## config.mk

```make
export PLATFORM = sky130hd
export DESIGN_NAME = hyb_pred
export DESIGN_NICKNAME = d
export VERILOG_FILES = /design/src/rtl/hyb_pred_pkg.sv /design/src/rtl/hyb_tag_tbl.sv /design/src/rtl/hyb_base_tbl.sv /design/src/rtl/hyb_pred.sv
export SDC_FILE = /design/constraint.sdc
export NUM_CORES = 1
export LEC_CHECK = 0
export ABC_AREA = 1
export BUFFER_PORTS_ARGS = -buffer_cell sky130_fd_sc_hd__buf_2
export CAP_MARGIN = 0
export CELL_PAD_IN_SITES_DETAIL_PLACEMENT = 1
export CELL_PAD_IN_SITES_GLOBAL_PLACEMENT = 2
export CORE_ASPECT_RATIO = 1.4
export CORE_UTILIZATION = 35
export DETAILED_ROUTE_END_ITERATION = 12
export GPL_TIMING_DRIVEN = 0
export PLACE_DENSITY = 0.85
export SYNTH_ARGS = -nofsm -noshare
export SYNTH_HDL_FRONTEND = slang
export SYNTH_SLANG_ARGS = --single-unit
```

## constraint.sdc

```tcl
create_clock -name clk -period 3.4 [get_ports clk]
set_input_delay 0.51 -clock clk [delete_from_list [all_inputs] [get_ports clk]]
set_output_delay 0.51 -clock clk [all_outputs]
set_load 0.05 [all_outputs]
```

## src/rtl/hyb_pred_pkg.sv

```systemverilog
package hyb_pred_pkg;

    typedef enum logic {
        SRC_UNTAGGED = 1'b0,
        SRC_TAGGED   = 1'b1
    } pred_src_e;

    // Saturating step for a counter of width w (w <= 8).
    function automatic logic [7:0] sat_step(input logic [7:0] cur,
                                            input logic       up,
                                            input int unsigned w);
        logic [7:0] top;
        top = 8'((9'd1 << w) - 9'd1);
        if (up)
            return (cur == top) ? cur : cur + 8'd1;
        else
            return (cur == 8'd0) ? cur : cur - 8'd1;
    endfunction

endpackage

```

## src/rtl/hyb_tag_tbl.sv

```systemverilog
module hyb_tag_tbl
    import hyb_pred_pkg::*;
#(
    parameter int PC_W  = 16,
    parameter int IDX_W = 4,
    parameter int CNT_W = 2
) (
    input  logic             clk,
    input  logic             rst_n,
    input  logic [PC_W-1:0]  rd_pc,
    output logic             rd_hit,
    output logic [CNT_W-1:0] rd_ctr,
    input  logic             wr_en,
    input  logic [PC_W-1:0]  wr_pc,
    input  logic             wr_taken,
    output logic             wr_hit
);
    localparam int TAG_W   = PC_W - IDX_W;
    localparam int ENTRIES = 1 << IDX_W;
    localparam logic [CNT_W-1:0] WEAK_T = CNT_W'(1) << (CNT_W - 1);
    localparam logic [CNT_W-1:0] WEAK_N = WEAK_T - CNT_W'(1);
    localparam logic [CNT_W-1:0] C_MAX  = '1;

    typedef struct packed {
        logic             vld;
        logic [TAG_W-1:0] tag;
        logic [CNT_W-1:0] ctr;
    } ent_t;

    typedef struct packed {
        ent_t [ENTRIES-1:0] ent;
    } st_t;

    st_t st_d, st_q;

    logic [IDX_W-1:0] rd_idx, wr_idx;
    logic [TAG_W-1:0] rd_tag, wr_tag;

    assign rd_idx = rd_pc[IDX_W-1:0];
    assign rd_tag = rd_pc[PC_W-1:IDX_W];
    assign wr_idx = wr_pc[IDX_W-1:0];
    assign wr_tag = wr_pc[PC_W-1:IDX_W];

    assign rd_hit = st_q.ent[rd_idx].vld && (st_q.ent[rd_idx].tag == rd_tag);
    assign rd_ctr = st_q.ent[rd_idx].ctr;
    assign wr_hit = st_q.ent[wr_idx].vld && (st_q.ent[wr_idx].tag == wr_tag);

    always_comb begin
        st_d = st_q;
        if (wr_en) begin
            if (wr_hit) begin
                st_d.ent[wr_idx].ctr =
                    CNT_W'(sat_step(8'(st_q.ent[wr_idx].ctr), wr_taken, CNT_W));
            end else begin
                st_d.ent[wr_idx].vld = 1'b1;
                st_d.ent[wr_idx].tag = wr_tag;
                st_d.ent[wr_idx].ctr = wr_taken ? WEAK_T : WEAK_N;
            end
        end
    end

    always_ff @(posedge clk) begin
        if (!rst_n) begin
            for (int i = 0; i < ENTRIES; i++) begin
                st_q.ent[i].vld <= 1'b0;
                st_q.ent[i].tag <= '0;
                st_q.ent[i].ctr <= WEAK_N;
            end
        end else begin
            st_q <= st_d;
        end
    end

    // A missing update must leave a valid entry owned by the new tag.
    assert_alloc_owns_R6: assert property (@(posedge clk) disable iff (!rst_n)
        (wr_en && !wr_hit) |=> (st_q.ent[$past(wr_idx)].vld &&
                                st_q.ent[$past(wr_idx)].tag == $past(wr_tag)));

    // A saturated counter that is trained taken on a hit stays at the top.
    assert_sat_top_R4: assert property (@(posedge clk) disable iff (!rst_n)
        (wr_en && wr_hit && wr_taken && st_q.ent[wr_idx].ctr == C_MAX)
        |=> (st_q.ent[$past(wr_idx)].ctr == C_MAX));

    // The first cycle after reset cannot hit.
    assert_cold_miss_R8: assert property (@(posedge clk) disable iff (!rst_n)
        $past(!rst_n) |-> !rd_hit);

endmodule

```

## src/rtl/hyb_base_tbl.sv

```systemverilog
module hyb_base_tbl
    import hyb_pred_pkg::*;
#(
    parameter int IDX_W = 6,
    parameter int CNT_W = 2
) (
    input  logic             clk,
    input  logic             rst_n,
    input  logic [IDX_W-1:0] rd_idx,
    output logic [CNT_W-1:0] rd_ctr,
    input  logic             wr_en,
    input  logic [IDX_W-1:0] wr_idx,
    input  logic             wr_taken
);
    localparam int ENTRIES = 1 << IDX_W;
    localparam logic [CNT_W-1:0] WEAK_N = (CNT_W'(1) << (CNT_W - 1)) - CNT_W'(1);

    typedef struct packed {
        logic [ENTRIES-1:0][CNT_W-1:0] ctr;
    } st_t;

    st_t st_d, st_q;

    assign rd_ctr = st_q.ctr[rd_idx];

    always_comb begin
        st_d = st_q;
        if (wr_en)
            st_d.ctr[wr_idx] = CNT_W'(sat_step(8'(st_q.ctr[wr_idx]), wr_taken, CNT_W));
    end

    always_ff @(posedge clk) begin
        if (!rst_n) begin
            for (int i = 0; i < ENTRIES; i++)
                st_q.ctr[i] <= WEAK_N;
        end else begin
            st_q <= st_d;
        end
    end

    // Without a write strobe, the counter read last cycle is unchanged.
    assert_base_hold_R7: assert property (@(posedge clk) disable iff (!rst_n)
        !wr_en |=> (st_q.ctr[$past(rd_idx)] == $past(rd_ctr)));

endmodule

```

## src/rtl/hyb_pred.sv

```systemverilog
module hyb_pred
    import hyb_pred_pkg::*;
#(
    parameter int PC_W       = 16,
    parameter int TAG_IDX_W  = 4,
    parameter int BASE_IDX_W = 6,
    parameter int CNT_W      = 2
) (
    input  logic            clk,
    input  logic            rst_n,
    input  logic [PC_W-1:0] lk_pc,
    output logic            lk_taken,
    output logic            lk_tagged,
    input  logic            up_valid,
    input  logic [PC_W-1:0] up_pc,
    input  logic            up_taken
);
    logic             t_rd_hit, t_wr_hit;
    logic [CNT_W-1:0] t_rd_ctr, b_rd_ctr, sel_ctr;
    pred_src_e        src;

    hyb_tag_tbl #(.PC_W(PC_W), .IDX_W(TAG_IDX_W), .CNT_W(CNT_W)) u_tag (
        .clk      (clk),
        .rst_n    (rst_n),
        .rd_pc    (lk_pc),
        .rd_hit   (t_rd_hit),
        .rd_ctr   (t_rd_ctr),
        .wr_en    (up_valid),
        .wr_pc    (up_pc),
        .wr_taken (up_taken),
        .wr_hit   (t_wr_hit)
    );

    hyb_base_tbl #(.IDX_W(BASE_IDX_W), .CNT_W(CNT_W)) u_base (
        .clk      (clk),
        .rst_n    (rst_n),
        .rd_idx   (lk_pc[BASE_IDX_W-1:0]),
        .rd_ctr   (b_rd_ctr),
        .wr_en    (up_valid && !t_wr_hit),
        .wr_idx   (up_pc[BASE_IDX_W-1:0]),
        .wr_taken (up_taken)
    );

    always_comb begin
        src     = t_rd_hit ? SRC_TAGGED : SRC_UNTAGGED;
        sel_ctr = (src == SRC_TAGGED) ? t_rd_ctr : b_rd_ctr;
    end

    assign lk_taken  = sel_ctr[CNT_W-1];
    assign lk_tagged = (src == SRC_TAGGED);

    // An allocating update makes the same, unchanged PC hit on the next cycle.
    assert_alloc_then_hit_R2: assert property (@(posedge clk) disable iff (!rst_n)
        (up_valid && up_pc == lk_pc) |=> ($stable(lk_pc) -> lk_tagged));

endmodule

```

=== After elaboration in Yosys (flattened, before gate mapping) ===
Cells that the tools add are included.
Widths: inputs -> output; s select.

* Bits in registers: 368
* Output and inout port bits: 2
* Input bits: 36

* Reduce and logical (&&, ||, !) cells: 8
* Mux-type cells: 34
* Add/sub/neg operators: 4
* Equality and inequality tests: 4
* Order comparisons: 6

{| class="wikitable"
|+ Operator list
! kind !! count
|-
| $bwmux 240 || 4
|-
| $mux 240 || 1
|-
| $demux 15 s4 || 3
|-
| $bwmux 128 || 1
|-
| $bmux 15 s4 || 2
|-
| $mux 15 || 3
|-
| $mux 2 || 15
|-
| $bmux 2 s6 || 2
|-
| $eq 12x12->1 || 2
|-
| $lt 6x7->1 const B || 2
|-
| $mux 14 || 1
|-
| $demux 2 s6 || 1
|-
| $lt 4x5->1 const B || 2
|-
| $ge 6x1->1 const B || 1
|-
| $logic_and 1x1->1 || 5
|-
| $add 2x1->2 const B || 2
|-
| $eq 2x2->1 const B || 2
|-
| $ge 4x1->1 const B || 1
|-
| $logic_not 2->1 || 2
|-
| $sub 2x1->2 const B || 2
|-
| $logic_not 1->1 || 1
|-
| $mux 1 || 1
|}

=== Depth between registers and ports, before layout ===
Gate-level depths: netlist of the first run.

* Word-level depth: 9
* Depth in mapped cells: 23

=== By module ===
Synthesis of the first run repeated with hierarchy kept, for this count alone.

* Cell total of the unflattened synthesis: 3772
* Area, all modules: 22115.0 um2

{| class="wikitable"
|+ By module, submodules not included
! module !! times used !! area an instance (um2) !! cells an instance
|-
| hyb_tag_tbl || 1 || 14556.5 || 2474
|-
| hyb_base_tbl || 1 || 7536.0 || 1292
|-
| hyb_pred || 1 || 22.5 || 6
|}

=== Least setup slack after synthesis of the first run ===
OpenSTA, ideal clock, no wires.

* Kind: input -> output
* Start: input lk_pc[0]
* End: output lk_taken
* Path slack: 0.304 ns
* Arrival: 2.586 ns
* Buffers on the path: 4
* Cell stages on the path: 15
* Path through: clkbuf_1 -> inv_2 -> clkbuf_1 -> clkbuf_1 -> clkbuf_1 -> a21oi_1 -> o21ai_0 -> nand3_1 -> nand3_1 -> nand3_1 -> nand2_1 -> inv_1 -> nand2_1 -> nand2_1 -> inv_1

* Cells in the longest elaborated chain, start to end: 6

{| class="wikitable"
|+ RTL lines
! element !! line !! text
|-
| start: declaration || hyb_pred.sv:11 || <nowiki>input logic [PC_W-1:0] lk_pc,</nowiki>
|-
| $bmux 15 s4 || hyb_tag_tbl.sv:44, hyb_tag_tbl.sv:45 ||
|-
| $mux 15 (implied by the code) || hyb_tag_tbl.sv:44 || <nowiki>assign rd_hit = st_q.ent[rd_idx].vld && (st_q.ent[rd_idx].tag == rd_tag);</nowiki>
|-
| $eq 12x12->1 || hyb_tag_tbl.sv:44 ||
|-
| $logic_and 1x1->1 || hyb_tag_tbl.sv:44 ||
|-
| $mux 1 || hyb_pred.sv:45 || <nowiki>src = t_rd_hit ? SRC_TAGGED : SRC_UNTAGGED;</nowiki>
|-
| $mux 2 * || hyb_pred.sv:46 || <nowiki>sel_ctr = (src == SRC_TAGGED) ? t_rd_ctr : b_rd_ctr;</nowiki>
|-
| end: declaration || hyb_pred.sv:12 || <nowiki>output logic lk_taken,</nowiki>
|}

Mark *: on every way between the ends. The rest lies on a longest branch, timed or not. The select of a mux whose other input is x is not followed.

=== Final worst setup path of the first run ===
* Start: input up_pc[0]
* End: register u_tag.st_q[91] (netlist name)

* Cells in the longest elaborated chain, start to end: 9

{| class="wikitable"
|+ RTL lines
! element !! line !! text
|-
| start: declaration || hyb_pred.sv:15 || <nowiki>input logic [PC_W-1:0] up_pc,</nowiki>
|-
| $bmux 15 s4 || hyb_tag_tbl.sv:46, hyb_tag_tbl.sv:53 ||
|-
| $mux 15 (implied by the code) || hyb_tag_tbl.sv:46 || <nowiki>assign wr_hit = st_q.ent[wr_idx].vld && (st_q.ent[wr_idx].tag == wr_tag);</nowiki>
|-
| $sub 2x1->2 (tied with other cells) || hyb_pred_pkg.sv:17 || <nowiki>return (cur == 8'd0) ? cur : cur - 8'd1;</nowiki>
|-
| $mux 2, on equally long branches || hyb_pred_pkg.sv:17, hyb_pred_pkg.sv:15 ||
|-
| $mux 2 || hyb_pred_pkg.sv:14 || <nowiki>if (up)</nowiki>
|-
| $mux 2 || hyb_tag_tbl.sv:51 || <nowiki>if (wr_hit) begin</nowiki>
|-
| $mux 2 || hyb_tag_tbl.sv:50 || <nowiki>if (wr_en) begin</nowiki>
|-
| $bwmux 240 || hyb_tag_tbl.sv:52 || <nowiki>st_d.ent[wr_idx].ctr =</nowiki>
|-
| $mux 240 * || hyb_tag_tbl.sv:51 ||
|-
| end signal: assignment || hyb_tag_tbl.sv:70 || <nowiki>st_q <= st_d;</nowiki>
|-
| end: declaration || hyb_tag_tbl.sv:34 || <nowiki>st_t st_d, st_q;</nowiki>
|}

Marks and branches as above.
A chain may end at the register's enable or synchronous reset.

==> summary.txt, run 1 <==
Syn avg cell area -> 6.23 um^2
Number of routed nets with antenna violations -> 0
Initial antenna violation count -> 3
CTS tree -> built
FFs w/ async S/R, synth -> 0%
Drt wl/cell -> 33.3 um
Post-synth top area share -> 34.9%
Global-route wire length before repair -> 197,000 um
PnR worst setup slack -> -0.0878 ns
Maximum clock rate -> 0.287 GHz
Setup violators final -> 14
Final min period -> 3.49 ns
Port bufs -> 30
Synth Register Bits -> 368
Hold WC Path Type -> in2reg
Worst rel slew slack -> -5.46%
WHS -> 0.314 ns
CP arrival -> 3.92 ns
Startpoint Class -> input port
Via count -> 26.1k
Area leader, netlist -> dfxtp_1
H-tree depth -> 2
Synth top cells by count -> nand2_1, nor2_1, dfxtp_1, o21ai_0, a21oi_1
Netlist cell types -> 37
Crit. End Element -> register
XOR/XNOR Fraction of Synth Area -> 0.0415%
Area delta synth->final -> 15.4%
Synthesized cell area -> 21,100 um^2
Register area share after synthesis -> 34.9%
Die ar. -> 61,300 um^2
Dpl ws -> -2.00 ns
Fraction of the mapped netlist area in simple logic gates -> 33.5%
Violated checks -> max-capacitance violations, max-slew violations, negative setup slack
Global placement routability congestion -> 1.01
Max Buffers Root-to-Sink -> 3
Final Non-Filler Cells -> 4,268
Vias/cell -> 6.12
Largest family of logic cells by synthesized area -> simple AND/OR/NAND/NOR gates
CTS buffer count -> 42
Post-DP Area -> 22,300 um^2
Max VDD drop -> 0.424 mV
TritonCTS Sinks -> 368
Row Count -> 106
WP data required -> 3.83 ns
Fraction of the mapped netlist area in adder cells -> 0%
Die X -> 209 um
Post-route design area -> 24,300 um^2
Dominant cell type by count on the critical path -> buf_2
Final Max Slew Viols -> 22
Fin crit share -> 103%
Worst path slowest cell -> nor2_1
Proportion of synthesized area in mux cells -> 0%
Final Skew -> 0.0312 ns
P_leak -> 0.0104 uW
RSZ-0062 raised after global routing -> true
Reg clk slew, reported paths -> 0.06 ns
Pin count of the biggest net entering global routing -> 14
PD cells -> 455 nW/um^2
Fin. Hold Viols -> 0
Post-synth EDFFs -> 0
Drt pass-1 iters -> 5
Nets -> 3,514
Total track usage -> 45.9%
Main area contributors after synthesis -> dfxtp_1, nand2_1, nor2_1
Initial Util -> 35.3%
Syn_nets -> 3,423
MaxCap Viol Count -> 2
Status -> complete, but fails checks
Worst-path fanout max -> 10
Drt total wl -> 142,000 um
Count leader, synth -> nand2_1
Layout cells sized above 1 -> 11.3%
R2R Setup Slk -> 0.17 ns
Least-Margin Pin Slew -> 1.58 ns
Most used DFF post-synth -> dfxtp_1
Synth Area in Compound Gates -> 21.9%
Worst-Skew Late Latency -> 0.62 ns
DRT iter0 DRCs -> 2,311
CP max stage delay -> 0.36 ns
Total grt overflow -> 0
Die height -> 292 um
Number of global-route vias before repair -> 26.4k
DRC Markers -> 0
I/O pin count -> 38
Clock root buffer -> clkbuf_16
Total core area -> 59,700 um^2
Dpl hpwl -> 105,000 um
Cells after Synth -> 3,387
WS Path Type -> in2reg
CP cell instances -> buf_6 -> buf_6 -> nor2_4 -> buf_2 -> buf_2 -> nand2_1 -> o21ai_0 -> o21ai_0 -> nand2_1 -> nor2_1 -> a21oi_1 -> nor2_1 -> nand3_1 -> nand2_2 -> buf_2 -> a21oi_1
Placed insts -> 4,181
Yosys Warn Count -> 0
sequential cells by signal, indices dropped and copies added, names as in the netlist:
signal	flops
u_base.st_q	128
u_tag.st_q	240
critical path: cells and delay by family:
kind / cells / cell delay, ns
AOI/OAI and AO/OA: 4 / 0.65
buffers and inverters: 5 / 1.14
and+or+nand+nor: 7 / 1.56
final cells by class:
| cell class | count | area, um^2 |
|---|---|---|
| clock inverter | 18 | 150 |
| antenna | 2 | 5.00 |
| timing repair inverter | 1 | 7.51 |
| clock buffer | 58 | 1240 |
| timing repair buffer | 46 | 324 |
| inverter | 188 | 721 |
| tap | 756 | 946 |
| buffer | 281 | 1720 |
| multi-input combinational | 2550 | 11900 |
| sequential | 368 | 7370 |
| fill | 7850 | 35300 |
through the flow:
| step | util [%] | setup TNS, ns | total power [uW] |
|---|---|---|---|
| after CTS | 40.4 | -0.123 | 10900 |
| after floorplan | - | 0 | 5350 |
| final | 40.8 | -0.853 | 11100 |
| after global routing | 40.8 | -0.155 | 11300 |
| after detailed placement | 37.4 | -246.02 | 6150 |
| after global placement | 37.2 | -319.12 | 6110 |
cells in the final DEF, fill, tap and decap left out, types with 38 or more instances in the layout:
| cell type | instances |
|---|---|
| buf_2 | 97 |
| nor2_1 | 486 |
| buf_6 | 38 |
| a22oi_1 | 40 |
| o21ai_1 | 57 |
| nand2_1 | 895 |
| o211ai_1 | 54 |
| nand3_1 | 142 |
| clkbuf_16 | 46 |
| clkbuf_1 | 89 |
| o21ai_0 | 356 |
| a21oi_1 | 328 |
| nand4_1 | 69 |
| nand3_2 | 62 |
| inv_1 | 180 |
| dfxtp_1 | 367 |
per-layer routing:
| layer | vias to the layer above | GRT usage (%) | share of wire [%] |
|---|---|---|---|
| met4 | 6 | 47.4 | 12 |
| met5 | - | 0 | 0.025 |
| met3 | 677 | 9.42 | 7.2 |
| met2 | 1353 | 75.0 | 45 |
| li1 | 11400 | - | - |
| met1 | 12700 | 48.1 | 35 |
worst paths after layout:
path | from | endpoint | depth (start not counted)
setup / recovery | up_pc[0] | u_tag.st_q[91] | 16
hold / removal | up_pc[10] | u_tag.st_q[158] | 3
setup reg to reg | u_tag.st_q[171] | u_tag.st_q[63] | 17
hold reg to reg | u_base.st_q[40] | u_base.st_q[40] | 2
power by group:
| group | switching [uW] | internal (uW) |
|---|---|---|
| registers | 66.1 | 4380 |
| clock network | 2130 | 2710 |
| logic | 1360 | 420 |
| total | 3560 | 7510 |
what timing repair did:
item / 4_1_cts / 5_1_grt
cloned: 1 / 2
hold buffers: 0 / 0
setup buffers: 2 / 4
endpoints found under the setup margin: 276 / 264
pin swaps: 8 / 13
resized for setup: 153 / 93
endpoints found under the hold margin: 0 / 0
logic make-up after synthesis:
logic type,Yosys count
AOI/OAI and AO/OA,862
and+or+nand+nor,1687
DFF,368
xor gates and xnor gates,1
buffers and inverters,469
(Power assumes the default switching activity.)
==> run 2, diff against run 1 <==
Settings changed: CORE_UTILIZATION 35 to 34, SYNTH_HIERARCHICAL from default to 1.
==> run 2 against run 1 <==
Against the previous run: the flow finishes with violations (negative setup slack); critical path depth shrank 2; die area up 4.8%; hold slack improved by 0.11 ns; combinational power hardly changed; highest routed layer unchanged; first-iteration DRC count is 5.3% lower; clock power is 2% lower; sequential share of layout area down 1.5 points.
==> summary.txt, run 2 <==
Status -> complete, but fails checks
Violated checks -> negative setup slack
Synthesized cell area -> 21,500 um^2 (+1.9%)
P_int -> 7580 uW (+0.89%)
CTS buffer count -> 42 (unchanged)
CP arrival -> 3.28 ns (-0.64 ns)
Worst-Skew Late Latency -> 0.61 ns (about the same)
Nets -> 3,798 (+8.1%)
PnR worst setup slack -> -0.390 ns (-0.302 ns)
Hold WC Path Type -> in2reg
Final Skew -> 0.0300 ns (-0.00122 ns)
Least-Margin Pin Slew -> 1.35 ns (-0.231 ns)
CP max stage delay -> 0.60 ns (+0.24 ns)
Yosys Warn Count -> 6 (+6)
Number of routed nets with antenna violations -> 0 (unchanged)
Total grt overflow -> 0 (unchanged)
Clock root buffer -> clkbuf_16
Multi-input logic area -> 12,600 um^2 (+6.0%)
Combinational group share of total power -> 16.4% (+0.3 points)
Drt wl/cell -> 28.7 um (-14%)
CP endpoint -> lk_taken
Drt pass-1 iters -> 5 (unchanged)
Number of global-route vias before repair -> 26.5k (+0.48%)
Total inserted antenna cells -> 0 (-2)
Die ar. -> 64,200 um^2 (+4.8%)
DRT iter0 DRCs -> 2,189 (-5.3%)
Most frequent cells in the layout -> nand2_1, nor2_1, a21oi_1
Switching Share -> 31.4% (-0.74 points)
Pin count of the biggest net entering global routing -> 20 (+6)
Row Count -> 108 (+1.9%)
Seq pwr share -> 40.5% (+0.3 points)
Global-route wire length before repair -> 188,000 um (-4.8%)
Reg area -> 7370 um^2 (about the same)
Initial Util -> 34.5% (-0.84 points)
Drt total wl -> 133,000 um (-6.8%)
Syn_nets -> 3,681 (+7.5%)
Final Max Slew Viols -> 0 (-100%)
Die height -> 299 um (+2.4%)
Dpl ws -> -2.55 ns (-0.545 ns)
PD cells -> 431 nW/um^2 (-5.2%)
Dpl hpwl -> 97,600 um (-6.9%)
Worst rel slew slack -> 9.94% (+15 points)
Worst R2R End -> u_base/st_q[76]
Most flops, register -> u_tag/st_q
Total track usage -> 40.8% (-5.1 points)
Syn avg cell area -> 5.90 um^2 (-5.3%)
Worst Reg-to-Reg Cells -> 22 (+5)
Maximum clock rate -> 0.264 GHz (-8.0%)
Clock Power Share -> 43.1% (-0.6 points)
Largest registers -> u_tag/st_q: 240 flops, u_base/st_q: 128 flops
Reg2reg start -> u_tag/st_q[140]
Max Buffers Root-to-Sink -> 3 (unchanged)
Dominant cell type by count on the critical path -> clkbuf_16
CP cell instances -> clkbuf_16 -> clkbuf_16 -> buf_12 -> mux2i_2 -> o211ai_1 -> o21ai_1 -> mux2i_1 -> nor2_1 -> nor2_2 -> nand3_2 -> nor2_4 -> nand2_2 -> nand2_4 -> buf_8
Initial antenna violation count -> 2 (-1)
Sum of negative setup slack -> -0.692 ns (+0.161 ns)
Port bufs -> 34 (+13%)
Post-route design area -> 25,600 um^2 (+5.3%)
Fin. Hold Viols -> 0 (unchanged)
Reg clk slew, reported paths -> 0.07 ns (about the same)
Area delta synth->final -> 19.2%
CTS tree -> built
Commonest non-fill, non-tap cell in the layout -> nand2_1
Via count -> 26.6k (+1.9%)
MaxCap Viol Count -> 0 (-2)
WP data required -> 2.89 ns (-0.94 ns)
TritonCTS Sinks -> 368 (unchanged)
Global placement routability congestion -> 1.07 (+5.3%)
Worst path slowest cell -> o211ai_1
Total core area -> 62,300 um^2 (+4.4%)
Sw Pwr -> 3470 uW (-2.5%)
Max VDD drop -> 0.412 mV (-2.8%)
Setup crit start -> lk_pc[0]
I/O pin count -> 38 (unchanged)
R2R Setup Slk -> 0.07 ns (-0.10 ns)
Fillers -> 8,430 (+7.4%)
Startpoint Class -> input port
Util after Layout -> 41.1% (+0.36 points)
Worst-path fanout max -> 5 (-5)
Final min period -> 3.79 ns (+0.302 ns)
Max FFs per register -> 240 (unchanged)
WS Path Type -> in2out
H-tree depth -> 2 (unchanged)
Setup violators final -> 2 (-12)
Layout cells sized above 1 -> 11.4% (+0.19 points)
WHS -> 0.425 ns (+0.111 ns)
RSZ-0062 raised after global routing -> true
Die X -> 214 um (+2.4%)
Vias/cell -> 5.76 (-5.8%)
DRC Markers -> 0 (unchanged)
Crit. End Element -> output pin
Post-DP Area -> 22,700 um^2 (+1.7%)
Cells after Synth -> 3,645 (+7.6%)
P_leak -> 0.0111 uW (+6.1%)
Fin crit share -> 111% (+8.9 points)
[run 2: cell count changes in the layout (fill, tap and decap cells not counted), moves of 27 or more]
cell      delta
o21ai_0     -95
nand3_2     -57
nor2_2      +28
nor2_4      +32
nand4_1     -64
nand3_1     +94
nand2_1    +285
a22oi_1     -32
clkbuf_1    +27
a21oi_1     +47
nor2_1      -28
o21ai_1     -31
[run 2: worst max-delay path: cells and delay by family]
| kind | cells | cell delay (ns) |
|---|---|---|
| buf+inv | 4 | 0.56 |
| mux | 2 | 0.40 |
| simple gates | 6 | 0.94 |
| compound gates | 2 | 0.84 |
[run 2: what timing repair did]
| action | in CTS | in global routing |
|---|---|---|
| setup endpoints to repair | 132 | 130 |
| pin swaps | 13 | 15 |
| hold buffers | 0 | 0 |
| cloned | 2 | 0 |
| gates resized for setup | 298 | 77 |
| setup buffers | 20 | 19 |
[run 2: final cells by class]
| cell class | count | share of cell area, % |
|---|---|---|
| timing repair buffer | 75 | 2.43 |
| tap | 825 | 4.03 |
| multi-input combinational | 2771 | 49.0 |
| clock buffer | 58 | 4.69 |
| sequential | 368 | 28.8 |
| buffer | 282 | 6.98 |
| inverter | 222 | 3.33 |
| clock inverter | 16 | 0.737 |
[run 2: routing by layer]
layer  vias to the layer above  track usage [%]  part of all wire, %
met1                     12800             40.4                   34
met3                       638             8.12                  6.1
li1                      11900                -                    -
met2                      1210             71.6                   48
met5                         -                0               0.0098
met4                         2             38.3                   11
[run 2: how the worst min path moves through the flow]
stage / from / to / cells after the start / slack, ns
2_1_floorplan: u_base/st_q[62] / u_base/st_q[62] / 2 / 0.44
3_3_place_gp: u_base/st_q[84] / u_base/st_q[84] / 2 / 0.45
3_5_place_dp: u_base/st_q[68] / u_base/st_q[68] / 2 / 0.46
4_1_cts: up_valid / u_tag/st_q[30] / 4 / 0.41
5_1_grt: up_valid / u_tag/st_q[150] / 4 / 0.44
6_report: up_valid / u_tag/st_q[30] / 4 / 0.42
[run 2: power groups by stage]
stage          combinational [uW]  clock (uW)  sequential, uW
5_1_grt                      1880        4980            4470
3_5_place_dp                 1560           0            4560
6_report                     1810        4760            4470
4_1_cts                      1690        4830            4470
3_3_place_gp                 1550           0            4560
2_1_floorplan                 872           0            4520
[run 2: through the flow]
stage / instances / total power, uW
after floorplan: 3645 / 5390
after global placement: 4504 / 6120
after detailed placement: 4504 / 6130
after CTS: 4599 / 11000
after global routing: 4617 / 11300
final: 4617 / 11000
